`src/rtl/smbh_pkg.sv`:
```
`timescale 1ns/1ps
package smbh_pkg;
  // register offsets
  localparam logic [2:0] OFS_STAT = 3'd0;
  localparam logic [2:0] OFS_CTRL = 3'd1;
  localparam logic [2:0] OFS_DEV  = 3'd2;
  localparam logic [2:0] OFS_IDX  = 3'd3;
  localparam logic [2:0] OFS_DATA = 3'd4;
  // bit positions
  localparam int STAT_OK  = 1;
  localparam int STAT_ERR = 2;
  localparam int CTRL_GO  = 6;
  localparam int CTRL_IEN = 0;

  typedef enum logic [2:0] {
    SYM_IDLE, SYM_START1, SYM_ADDRW, SYM_IDX,
    SYM_START2, SYM_ADDRR, SYM_DATA, SYM_STOP
  } sym_e;
endpackage

```
`src/rtl/smbh_qtick.sv`:
```
`timescale 1ns/1ps
module smbh_qtick #(
  parameter int QTR_DIV = 125
) (
  input  logic clk,
  input  logic rst_n,
  input  logic run,
  output logic tick
);
  localparam int CW = $clog2(QTR_DIV + 1);
  localparam logic [CW-1:0] LAST = CW'(QTR_DIV - 1);

  logic [CW-1:0] cnt_q, cnt_n;

  always_comb begin
    tick  = run && (cnt_q == LAST);
    cnt_n = (!run || tick) ? '0 : cnt_q + CW'(1);
  end

  always_ff @(posedge clk or negedge rst_n) begin
    if (!rst_n) cnt_q <= '0;
    else        cnt_q <= cnt_n;
  end
endmodule

```
`src/rtl/smbh_engine.sv`:
```
`timescale 1ns/1ps
module smbh_engine
  import smbh_pkg::*;
(
  input  logic       clk,
  input  logic       rst_n,
  input  logic       tick,
  input  logic       go,
  input  logic [6:0] dev_addr,
  input  logic [7:0] idx_byte,
  input  logic       sda_in,
  output logic       busy,
  output logic       scl_low,
  output logic       sda_low,
  output logic       done_ok,
  output logic       done_err,
  output logic       in_cond,
  output logic [7:0] rx_byte
);
  sym_e       sym_q, sym_n;
  logic [1:0] q_q, q_n;
  logic [3:0] bit_q, bit_n;
  logic [7:0] sh_q, sh_n;
  logic       nack_q, nack_n, scl_q, scl_n, sda_q, sda_n;
  logic [7:0] tx_byte;
  logic       tx_sym, last_bit, end_tick;

  always_comb begin
    unique case (sym_q)
      SYM_ADDRW: tx_byte = {dev_addr, 1'b0};
      SYM_ADDRR: tx_byte = {dev_addr, 1'b1};
      default:   tx_byte = idx_byte;
    endcase
    tx_sym   = (sym_q == SYM_ADDRW) || (sym_q == SYM_IDX) || (sym_q == SYM_ADDRR);
    last_bit = (bit_q == 4'd8);
    end_tick = tick && (q_q == 2'd3);
  end

  // each bit: q0 clock low, q1 data set, q2/q3 clock released, sample entering q3
  always_comb begin
    sym_n  = sym_q;
    q_n    = q_q;
    bit_n  = bit_q;
    sh_n   = sh_q;
    nack_n = nack_q;
    scl_n  = scl_q;
    sda_n  = sda_q;
    if (sym_q == SYM_IDLE) begin
      if (go) begin
        sym_n  = SYM_START1;
        q_n    = 2'd0;
        bit_n  = 4'd0;
        nack_n = 1'b0;
        scl_n  = 1'b1;
      end
    end else if (tick) begin
      q_n = q_q + 2'd1;
      unique case (q_q)
        2'd0: begin
          if (sym_q == SYM_STOP)         sda_n = 1'b1;
          else if (tx_sym && !last_bit)  sda_n = ~tx_byte[3'd7 - bit_q[2:0]];
          else                           sda_n = 1'b0;
        end
        2'd1: scl_n = 1'b0;
        2'd2: begin
          if (sym_q == SYM_START1 || sym_q == SYM_START2) sda_n = 1'b1;
          else if (sym_q == SYM_STOP)                     sda_n = 1'b0;
          else if (tx_sym && last_bit)                    nack_n = sda_in;
          else if (sym_q == SYM_DATA && !last_bit)        sh_n = {sh_q[6:0], sda_in};
        end
        default: begin
          scl_n = 1'b1;
          bit_n = bit_q + 4'd1;
          unique case (sym_q)
            SYM_START1: begin sym_n = SYM_ADDRW; bit_n = 4'd0; end
            SYM_START2: begin sym_n = SYM_ADDRR; bit_n = 4'd0; end
            SYM_ADDRW, SYM_IDX, SYM_ADDRR: begin
              if (last_bit) begin
                bit_n = 4'd0;
                if (nack_q)                  sym_n = SYM_STOP;
                else if (sym_q == SYM_ADDRW) sym_n = SYM_IDX;
                else if (sym_q == SYM_IDX)   sym_n = SYM_START2;
                else                         sym_n = SYM_DATA;
              end
            end
            SYM_DATA: if (last_bit) begin sym_n = SYM_STOP; bit_n = 4'd0; end
            SYM_STOP: begin sym_n = SYM_IDLE; scl_n = 1'b0; bit_n = 4'd0; end
            default:  sym_n = SYM_IDLE;
          endcase
        end
      endcase
    end
  end

  always_ff @(posedge clk or negedge rst_n) begin
    if (!rst_n) begin
      sym_q  <= SYM_IDLE;
      q_q    <= 2'd0;
      bit_q  <= 4'd0;
      sh_q   <= 8'd0;
      nack_q <= 1'b0;
      scl_q  <= 1'b0;
      sda_q  <= 1'b0;
    end else begin
      sym_q  <= sym_n;
      q_q    <= q_n;
      bit_q  <= bit_n;
      sh_q   <= sh_n;
      nack_q <= nack_n;
      scl_q  <= scl_n;
      sda_q  <= sda_n;
    end
  end

  assign busy     = (sym_q != SYM_IDLE);
  assign scl_low  = scl_q;
  assign sda_low  = sda_q;
  assign done_ok  = end_tick && (sym_q == SYM_STOP) && !nack_q;
  assign done_err = end_tick && (sym_q == SYM_STOP) && nack_q;
  assign in_cond  = (sym_q == SYM_START1) || (sym_q == SYM_START2) || (sym_q == SYM_STOP);
  assign rx_byte  = sh_q;
endmodule

```
`src/rtl/smbh_regs.sv`:
```
`timescale 1ns/1ps
module smbh_regs
  import smbh_pkg::*;
(
  input  logic       clk,
  input  logic       rst_n,
  input  logic [2:0] reg_addr,
  input  logic       reg_wr,
  input  logic [7:0] reg_wdata,
  input  logic       busy,
  input  logic       done_ok,
  input  logic       done_err,
  input  logic [7:0] rx_byte,
  output logic [7:0] reg_rdata,
  output logic       go,
  output logic       ien,
  output logic [6:0] dev_addr,
  output logic [7:0] idx_byte,
  output logic       st_ok,
  output logic       st_err,
  output logic       irq
);
  logic [7:0] ctrl_q, ctrl_n, dev_q, dev_n, idx_q, idx_n, data_q, data_n;
  logic       ok_q, ok_n, err_q, err_n;
  logic       wr_stat, wr_ctrl;

  always_comb begin
    wr_stat = reg_wr && (reg_addr == OFS_STAT);
    wr_ctrl = reg_wr && (reg_addr == OFS_CTRL);
    go      = wr_ctrl && reg_wdata[CTRL_GO] && !busy;

    ctrl_n = wr_ctrl ? (reg_wdata & ~(8'd1 << CTRL_GO)) : ctrl_q;
    dev_n  = (reg_wr && reg_addr == OFS_DEV) ? reg_wdata : dev_q;
    idx_n  = (reg_wr && reg_addr == OFS_IDX) ? reg_wdata : idx_q;
    if (done_ok)                           data_n = rx_byte;
    else if (reg_wr && reg_addr == OFS_DATA) data_n = reg_wdata;
    else                                   data_n = data_q;

    if (done_ok)                         ok_n = 1'b1;
    else if (wr_stat && reg_wdata[STAT_OK]) ok_n = 1'b0;
    else                                 ok_n = ok_q;
    if (done_err)                          err_n = 1'b1;
    else if (wr_stat && reg_wdata[STAT_ERR]) err_n = 1'b0;
    else                                   err_n = err_q;

    unique case (reg_addr)
      OFS_STAT: reg_rdata = {5'd0, err_q, ok_q, busy};
      OFS_CTRL: reg_rdata = ctrl_q;
      OFS_DEV:  reg_rdata = dev_q;
      OFS_IDX:  reg_rdata = idx_q;
      OFS_DATA: reg_rdata = data_q;
      default:  reg_rdata = 8'd0;
    endcase
  end

  always_ff @(posedge clk or negedge rst_n) begin
    if (!rst_n) begin
      ctrl_q <= 8'd0;
      dev_q  <= 8'd0;
      idx_q  <= 8'd0;
      data_q <= 8'd0;
      ok_q   <= 1'b0;
      err_q  <= 1'b0;
    end else begin
      ctrl_q <= ctrl_n;
      dev_q  <= dev_n;
      idx_q  <= idx_n;
      data_q <= data_n;
      ok_q   <= ok_n;
      err_q  <= err_n;
    end
  end

  assign ien      = ctrl_q[CTRL_IEN];
  assign dev_addr = dev_q[7:1];
  assign idx_byte = idx_q;
  assign st_ok    = ok_q;
  assign st_err   = err_q;
  assign irq      = ctrl_q[CTRL_IEN] && (ok_q || err_q);
endmodule

```
`src/rtl/smbh_host.sv`:
```
`timescale 1ns/1ps
module smbh_host #(
  parameter int QTR_DIV = 125
) (
  input  logic       clk,
  input  logic       rst_n,
  input  logic [2:0] reg_addr,
  input  logic       reg_wr,
  input  logic [7:0] reg_wdata,
  output logic [7:0] reg_rdata,
  output logic       irq,
  output logic       scl_pull,
  output logic       sda_pull,
  input  logic       sda_in
);
  logic [1:0] rsync_q;
  logic       rst_i;
  logic       tick, go, busy, done_ok, done_err, in_cond, ien, st_ok, st_err;
  logic [6:0] dev_addr;
  logic [7:0] idx_byte, rx_byte;

  // asynchronous assert, synchronous release
  always_ff @(posedge clk or negedge rst_n) begin
    if (!rst_n) rsync_q <= 2'b00;
    else        rsync_q <= {rsync_q[0], 1'b1};
  end
  assign rst_i = rsync_q[1];

  smbh_qtick #(.QTR_DIV(QTR_DIV)) u_qtick (
    .clk(clk), .rst_n(rst_i), .run(busy), .tick(tick)
  );

  smbh_regs u_regs (
    .clk(clk), .rst_n(rst_i), .reg_addr(reg_addr), .reg_wr(reg_wr),
    .reg_wdata(reg_wdata), .busy(busy), .done_ok(done_ok), .done_err(done_err),
    .rx_byte(rx_byte), .reg_rdata(reg_rdata), .go(go), .ien(ien),
    .dev_addr(dev_addr), .idx_byte(idx_byte), .st_ok(st_ok), .st_err(st_err),
    .irq(irq)
  );

  smbh_engine u_engine (
    .clk(clk), .rst_n(rst_i), .tick(tick), .go(go), .dev_addr(dev_addr),
    .idx_byte(idx_byte), .sda_in(sda_in), .busy(busy), .scl_low(scl_pull),
    .sda_low(sda_pull), .done_ok(done_ok), .done_err(done_err),
    .in_cond(in_cond), .rx_byte(rx_byte)
  );
endmodule

```
`config.mk`:
```
export PLATFORM = sky130hd
export DESIGN_NAME = smbh_host
export DESIGN_NICKNAME = d
export VERILOG_FILES = /design/src/rtl/smbh_pkg.sv /design/src/rtl/smbh_qtick.sv /design/src/rtl/smbh_engine.sv /design/src/rtl/smbh_regs.sv /design/src/rtl/smbh_host.sv
export SDC_FILE = /design/constraint.sdc
export NUM_CORES = 1
export LEC_CHECK = 0
export ABC_AREA = 0
export CAP_MARGIN = 20
export CORE_ASPECT_RATIO = 0.5
export CORE_MARGIN = 5
export CORE_UTILIZATION = 30
export CTS_BUF_LIST = sky130_fd_sc_hd__clkbuf_4
export DETAILED_ROUTE_END_ITERATION = 8
export DONT_BUFFER_PORTS = 1
export GPL_TIMING_DRIVEN = 0
export SLEW_MARGIN = 20
export SYNTH_ARGS = -nofsm -noshare
export SYNTH_HDL_FRONTEND = slang
export SYNTH_HIERARCHICAL = 1
export SYNTH_SLANG_ARGS = --single-unit
```
`constraint.sdc`:
```
create_clock -name clk -period 2.7 [get_ports clk]
set_clock_uncertainty 0.05 [all_clocks]
set_input_delay 0.135 -clock clk [delete_from_list [all_inputs] [get_ports clk]]
set_output_delay 0.135 -clock clk [all_outputs]
set_load 0.05 [all_outputs]
```
==> qor.txt, run 1 <==
Relative slew slack = 22.7%
First-pass detailed-route iteration total = 5
Worst-Skew Late Latency = 410 ps
Core area = 12,000 µm²
Wire length per cell = 16.2 µm
Largest net degree at the start of global routing = 56
VDD IR max = 0.000250 V
Drt total wl = 9090 µm
CTS tree = yes
Die Y = 88.8 µm
Finish-stage setup viols = 0
Period minus WS final = 2470 ps
Fill cells = 1,210
Clock buffers created by TritonCTS = 9
Status = finished clean
IO Count = 26
Mapped Cells = 367
CP Launch Type = flop
Worst EP arrival = 2770 ps
Gr ovfl total = 0
Via count = 2,900
Final hold violation count = 0
Longest Clk Path Bufs = 2
Area Growth Syn to Fin = 15.2%
P per Cell Area = 608 nW/µm²
Gpl congestion = 0.847
Critical setup path kind = reg -> reg
Iteration-0 DRC Markers = 220
Worst-path clk slew = 110 ps
Placed cells = 533
Most common cell after layout, fill and taps aside = dfrtp_1
First-pass GRT wire length = 15,300 µm
Worst setup EP type = flop
Layout net count = 415
Synth warnings = 6
Slew @ Worst Pin = 1180 ps
Min Hold Slack = 51.2 ps
Total power = 0.00261 W
Die area = 14,900 µm²
Hold crit path type = in -> reg
Antenna violations before repair = 0
DR DRC count = 0
Vias in the first global route = 2,903
Post-Layout Cell Count = 562
Final setup TNS = 0 ps
CP max FO = 10
Post-Syn Area = 3720 µm²
RSZ-0062 raised after global routing = false
Tcrit/Tclk final = 91.4%
Clock sinks = 62
Die W = 168 µm
Share of layout cells above drive strength 1 = 22.4%
Final Max Slew Viols = 0
Mean area per synthesized cell = 10.1 µm²
Max-cap violation count = 0
I/O Buffers = 0
Root buffer cell = clkbuf_4
Routed Antenna Nets = 0
Synth Net Count = 390
Highest-count cells in the layout ignoring fill and taps = dfrtp_1 (60), nand2_1 (23), o21ai_0 (20)
Total GRT Usage = 12.7%
Routed vias/inst = 5.16
Initial core utilization = 31.1%
DP HPWL = 6510 µm
H-tree levels = 3
Fmax = 405 MHz
Diode count = 0
# rows = 28
Leakage = 1.82 nW
Req. time, crit path = 3000 ps
## power breakdown
group / switching (W) / internal (W) / total, W
registers: 0.000121 / 0.00106 / 0.00118
clock network: 0.000367 / 0.000394 / 0.000760
logic: 0.000365 / 0.000307 / 0.000671
## layer usage
metal	GRT usage [%]	share of wire, %	vias up
li1	-	-	1384
met1	17.0	50	1449
met2	21.0	46	57
met3	3.17	2.9	10
met4	3.39	1.1	0
met5	0	0	-
## flip-flops by register name (all words and copies together) (netlist names)
| register | flops |
|---|---|
| u_engine/rx_byte | 8 |
| u_regs/data_q | 8 |
| u_regs/dev_q | 8 |
| u_regs/idx_byte | 8 |
| u_qtick/cnt_q | 7 |
| u_regs/ctrl_q | 7 |
| u_engine/bit_q | 4 |
| u_engine/sym_q | 3 |
| rsync_q | 2 |
| u_engine/q_q | 2 |
| u_engine/nack_q | 1 |
| u_engine/scl_low | 1 |
| u_engine/sda_low | 1 |
| u_regs/st_err | 1 |
| u_regs/st_ok | 1 |
## worst paths after layout
kind / from / end / slack [ps] / depth (start not counted)
min in group asynchronous: rsync_q[1] / u_engine/rx_byte[5] / 90 / 0
setup / recovery: u_engine/sym_q[1] / u_regs/data_q[6] / 230 / 11
hold reg to reg: rsync_q[1] / u_engine/rx_byte[5] / 90 / 0
setup reg to reg: u_engine/sym_q[1] / u_regs/data_q[6] / 230 / 11
max in group asynchronous: rst_n / rsync_q[1] / 2030 / 2
hold / removal: reg_wr / u_regs/st_ok / 50 / 3
## per-stage QoR
| stage | cell area, µm² | util [%] | setup slack, ps |
|---|---|---|---|
| final | 4290 | 35.8 | 231 |
| after global routing | 4290 | 35.8 | 13.4 |
| after CTS | 4270 | 35.7 | 28.2 |
| after detailed placement | 3960 | 33.1 | -808 |
| after global placement | 3930 | 32.8 | -814 |
| after floorplan | 3720 | - | 211 |
## worst max-delay path, cell delays in order, from the launching register on
cell,delay [ps]
dfrtp_1,390
buf_2,230
nor3_2,110
inv_2,160
inv_1,70
nor3_2,270
clkbuf_4,270
nand3_1,150
nor3_4,250
buf_2,260
nand2_1,110
o21ai_1,80
## layout make-up
type                    count  area, µm²  share of cell area (%)
plain buffers              30        193                    4.49
clock buffers              10       75.1                    1.75
clock inverters             6       95.1                    2.22
inverters                  14       52.6                    1.23
multi-input cells         261       1950                    45.6
flip-flops and latches     62       1560                    36.3
well taps                 165        206                    4.81
repair buffers             14        155                    3.62
## what timing repair did
| action | 4_1_cts | 5_1_grt |
|---|---|---|
| hold buffers | 12 | 0 |
| hold endpoints to repair | 37 | 0 |
| setup buffers | 1 | 0 |
| pin swaps | 1 | 0 |
| resized for setup | 4 | 5 |
| setup endpoints to repair | 10 | 10 |
(Power assumes the default switching activity.)
==> inputs of run 2 (changes only) <==
==> constraint.sdc (replaced) <==
create_clock -name clk -period 2.55 [get_ports clk]
set_clock_uncertainty 0.05 [all_clocks]
set_input_delay 0.1275 -clock clk [delete_from_list [all_inputs] [get_ports clk]]
set_output_delay 0.1275 -clock clk [all_outputs]
set_load 0.05 [all_outputs]
==> qor.txt, run 2 (same netlist as run 1, synthesis figures left out) <==
Placed cells = 533
Critical path origin = u_engine/sym_q[0]
Min Hold Slack = 51.9 ps
Final setup TNS = 0 ps
Wire length per cell = 16.1 µm
Clock sinks = 62
VDD IR max = 0.000265 V
Crit path buf inv count = 3
Gr ovfl total = 0
R2r startpoint = u_engine/sym_q[0]
I/O Buffers = 0
Area Growth Syn to Fin = 15.5%
DR DRC count = 0
First-pass detailed-route iteration total = 4
Fill cells = 1,209
Share of layout cells above drive strength 1 = 22.4%
Post-Layout Cell Count = 562
Status = finished clean
H-tree levels = 3
Critical Path Slowest Stage Cell = dfrtp_2
Final Max Slew Viols = 0
CP peak stage delay = 470 ps
Vias in the first global route = 2,905
Routed Antenna Nets = 0
Highest-count cells in the layout ignoring fill and taps = dfrtp_1 (60), nand2_1 (23), o21ai_0 (20)
Gpl congestion = 0.847
Longest Clk Path Bufs = 2
Slew @ Worst Pin = 1180 ps
Hold crit path type = in -> reg
Final hold violation count = 0
Relative slew slack = 22.6%
Worst-path clk slew = 110 ps
IO Count = 26
Critical setup path kind = reg -> reg
First-pass GRT wire length = 15,300 µm
# rows = 28
Worst EP arrival = 2610 ps
Routed vias/inst = 5.14
Req. time, crit path = 2770 ps
Crit path max-delay family = compound AO/OA/AOI/OAI gates
CP Launch Type = flop
P per Cell Area = 642 nW/µm²
Worst-Skew Late Latency = 400 ps
Antenna violations before repair = 0
Max-cap violation count = 0
CTS tree = yes
Clock buffers created by TritonCTS = 9
DP HPWL = 6510 µm
Diode count = 0
Finish-stage setup viols = 0
Initial core utilization = 31.1%
Die area = 14,900 µm²
Period minus WS final = 2390 ps
Largest net degree at the start of global routing = 56
CP Cell Sequence = buf_6 > nor3_2 > inv_2 > inv_1 > nor3_4 > nor3b_1 > o221a_1 > a211oi_1 > o211ai_1
Most common cell after layout, fill and taps aside = dfrtp_1
Root buffer cell = clkbuf_4
Tcrit/Tclk final = 93.9%
RSZ-0062 raised after global routing = false
Leakage = 1.83 nW
Via count = 2,887
Die W = 168 µm
Drt total wl = 9060 µm
CP max FO = 10
FF+latch area = 1560 µm²
Multi-input logic area = 1960 µm²
Iteration-0 DRC Markers = 239
Total GRT Usage = 12.7%
Core area = 12,000 µm²
Die Y = 88.8 µm
Fmax = 418 MHz
Worst setup EP type = flop
Layout net count = 415
Min-delay src = reg_wr
## run 2: cell count changes in the layout (fill, tap and decap cells not counted)
cell	delta
nor3_2	-1
buf_2	-2
nor3_4	+1
clkbuf_4	+1
buf_4	+1
## run 2: power breakdown
part           switching, W  total, W  internal [W]
sequential         0.000129   0.00125       0.00112
combinational      0.000386  0.000711      0.000325
clock              0.000387  0.000804      0.000417
total              0.000901   0.00276       0.00186
## run 2: final timing paths
check / cells past startpoint / to / slack (ps)
worst max-delay path: 9 / u_engine/sda_low / 160
worst min-delay path: 3 / u_regs/st_ok / 50
worst max register to register: 9 / u_engine/sda_low / 160
worst min register to register: 0 / u_engine/rx_byte[5] / 90
max in group asynchronous: 2 / rsync_q[1] / 1870
min in group asynchronous: 0 / u_engine/rx_byte[5] / 90
## run 2: layer usage
layer,global-route usage (%),up-vias,wire length [µm]
li1,-,1389,-
met1,17.0,1436,4440
met2,21.0,52,4190
met3,3.17,10,319
met4,3.39,0,114
met5,0,-,0
## run 2: metrics by stage
stage	power, W	instance area [µm²]	setup slack (ps)	util (%)
after floorplan	0.00179	3720	61.1	-
after global routing	0.00293	4300	19.5	35.9
after CTS	0.00278	4290	44.5	35.8
after global placement	0.00192	3930	-964	32.8
final	0.00276	4300	155	35.9
after detailed placement	0.00194	3960	-958	33.1
## run 2: what timing repair did
item,in CTS,in global routing
hold buffers,12,0
gates resized for setup,7,5
setup buffers,1,0
endpoints found under the setup margin,19,10
hold endpoints to repair,37,0
pin swaps,1,0
## run 2: final cells by class
type | count | share of cell area (%)
Multi-Input combinational cell | 261 | 45.6
Sequential cell | 62 | 36.2
Tap cell | 165 | 4.80
Buffer | 30 | 4.60
Timing Repair Buffer | 14 | 3.61
Clock inverter | 6 | 2.21
Clock buffer | 10 | 1.75
Inverter | 14 | 1.22
## run 2: worst min-delay path: stages
cell     delay [ps]
nor2b_2         170
nand3_1          80
a21o_1          100
==> inputs of run 3 (changes only) <==
--- a/config.mk
+++ b/config.mk
@@ -17,5 +17,4 @@
 export SLEW_MARGIN = 20
 export SYNTH_ARGS = -nofsm -noshare
 export SYNTH_HDL_FRONTEND = slang
-export SYNTH_HIERARCHICAL = 1
 export SYNTH_SLANG_ARGS = --single-unit
==> qor.txt, run 3 <==
Total GRT Usage = 13.0%
Worst EP arrival = 2540 ps
Post-synth top cells = dfrtp_1 (62), mux2_2 (32), o21ai_0 (29), nand2_1 (22), nor2_1 (19)
Clock sinks = 62
# Post-CTS Setup Buffers = 0
Routed Antenna Nets = 0
Max-cap violation count = 0
Clock share of power = 24.6%
P per Cell Area = 771 nW/µm²
Area share of the largest cell type after synthesis = 43.6%
Finish-stage setup viols = 0
Req. time, crit path = 2790 ps
DR DRC count = 0
Net Switching = 0.00118 W
Status = finished clean
First-pass GRT wire length = 14,400 µm
Netlist cell types = 60
Fill cells = 1,205
CTS tree = yes
Register-to-register setup slack = 260 ps
RSZ-0062 raised after global routing = false
Hold crit path type = in -> reg
Most common cell in the synthesized netlist = dfrtp_1
Top FF cell, synth = dfrtp_1
Die W = 164 µm
Share of layout cells above drive strength 1 = 19.1%
Final Max Slew Viols = 0
Area Growth Syn to Fin = 14.6%
Die area = 14,300 µm²
Highest-count cells in the layout ignoring fill and taps = dfrtp_1 (61), mux2_2 (32), o21ai_0 (29)
Internal = 0.00197 W
Core area = 11,700 µm²
Gr ovfl total = 0
Post-cts sizing count = 0
Gpl congestion = 0.870
Fmax = 436 MHz
Via count = 2,795
Multi-input logic area = 1840 µm²
IO Count = 26
Register area share after synthesis = 43.6%
Layout net count = 395
Post-Syn Area = 3560 µm²
Final setup TNS = 0 ps
Combinational Power Share = 33.2%
DP HPWL = 6340 µm
First-pass detailed-route iteration total = 4
Synth warnings = 0
Min Hold Slack = 51.8 ps
Longest Clk Path Bufs = 2
Synth Net Count = 372
Largest net degree at the start of global routing = 56
Net Sw Frac = 37.4%
Routed vias/inst = 5.15
Critical Path Slowest Stage Cell = dfrtp_1
Final hold violation count = 0
Relative slew slack = 25.1%
Vias in the first global route = 2,720
Wire length per cell = 16.4 µm
Worst-Skew Late Latency = 410 ps
Tcrit/Tclk final = 90.0%
Leakage = 1.64 nW
Mapped Cells = 349
Root buffer cell = clkbuf_4
Mean area per synthesized cell = 10.2 µm²
H-tree levels = 3
FF+latch area = 1560 µm²
Clock buffers created by TritonCTS = 9
Flop pwr share = 42.3%
CP peak stage delay = 370 ps
CP Launch Type = flop
Drt total wl = 8930 µm
Iteration-0 DRC Markers = 194
Critical setup path kind = reg -> reg
Slew @ Worst Pin = 1140 ps
Initial core utilization = 30.4%
EDFF count, synth = 0
I/O Buffers = 0
Synth Register Bits = 62
VDD IR max = 0.000256 V
Post-DP Area = 3800 µm²
# rows = 28
Period minus WS final = 2290 ps
CP Cell Sequence = clkbuf_1 > inv_1 > ha_1 > nand3b_1 > and4bb_1 > buf_4 > mux2_2
Worst setup EP type = flop
Worst-path clk slew = 120 ps
CP max FO = 10
Ranking of synthesized cells by area = dfrtp_1 (44%), mux2_2 (10%), mux2i_1 (4.8%)
Largest area contributor in the synthesized netlist = dfrtp_1
Most common cell after layout, fill and taps aside = dfrtp_1
Finished Core Util = 34.8%
Post-route cell area = 4070 µm²
Die Y = 87.0 µm
Antenna violations before repair = 1
Asr flop ratio synth = 100%
## run 3: per-stage QoR
stage | power [W] | std cells | worst slack, ps
after floorplan | 0.00209 | 349 | 458
after global placement | 0.00233 | 514 | -86.6
after detailed placement | 0.00236 | 515 | 309
after CTS | 0.00316 | 542 | 261
after global routing | 0.00335 | 543 | 177
final | 0.00314 | 543 | 256
## run 3: cell type report
class | instances | share of cell area [%]
Antenna cell | 1 | 0.0614
Buffer | 22 | 3.10
Clock buffer | 9 | 1.66
Clock inverter | 7 | 2.18
Inverter | 12 | 1.11
Multi-Input combinational cell | 253 | 45.3
Sequential cell | 62 | 38.2
Tap cell | 165 | 5.07
Timing Repair Buffer | 12 | 3.38
## run 3: critical path: cells and delay by family (launching register included)
| family | cells | cell delay [ps] |
|---|---|---|
| adder cells (fa/ha/maj) | 1 | 230 |
| AND/OR/NAND/NOR | 2 | 480 |
| flip-flops | 1 | 370 |
| multiplexers | 1 | 350 |
| buffers and inverters | 3 | 690 |
## run 3: power groups by stage
stage / sequential, W / combinational, W / clock (W)
6_report: 0.00133 / 0.00104 / 0.000772
5_1_grt: 0.00136 / 0.00115 / 0.000847
4_1_cts: 0.00133 / 0.00104 / 0.000798
3_5_place_dp: 0.00135 / 0.00101 / 0
3_3_place_gp: 0.00136 / 0.000970 / 0
2_1_floorplan: 0.00130 / 0.000790 / 0
## run 3: cell families after synthesis
kind of cell / Yosys count / share of synthesized area, %
simple gates: 101 / 15.8
xor+xnor: 5 / 1.23
fa+ha+maj: 8 / 2.82
compound gates: 88 / 16.4
other cells: 1 / 0.105
buf+inv: 34 / 4.82
flops: 62 / 43.6
mux: 50 / 15.2
## run 3: what timing repair did
item | in CTS | in global routing
endpoints found under the hold margin | 38 | 0
hold buffers | 11 | 0
endpoints found under the setup margin | 0 | 0
## run 3: layer usage
layer	vias up	wire length, µm	global-route usage (%)	part of all wire (%)
met2	59	4200	20.2	47
met5	-	0	0	0
met4	0	132	3.88	1.5
li1	1327	-	-	-
met3	8	494	3.74	5.5
met1	1401	4100	17.7	46
## run 3: path summary, 6_finish.rpt
path                                   start                   to  cells past startpoint
max                        u_engine.bit_q[0]  u_engine.rx_byte[3]                      7
min                              reg_addr[0]         u_regs.st_ok                      4
max reg2reg                u_engine.bit_q[0]  u_engine.rx_byte[3]                      7
min reg2reg                       rsync_q[1]     u_qtick.cnt_q[4]                      0
max in group asynchronous              rst_n           rsync_q[1]                      2
min in group asynchronous         rsync_q[1]     u_qtick.cnt_q[4]                      0
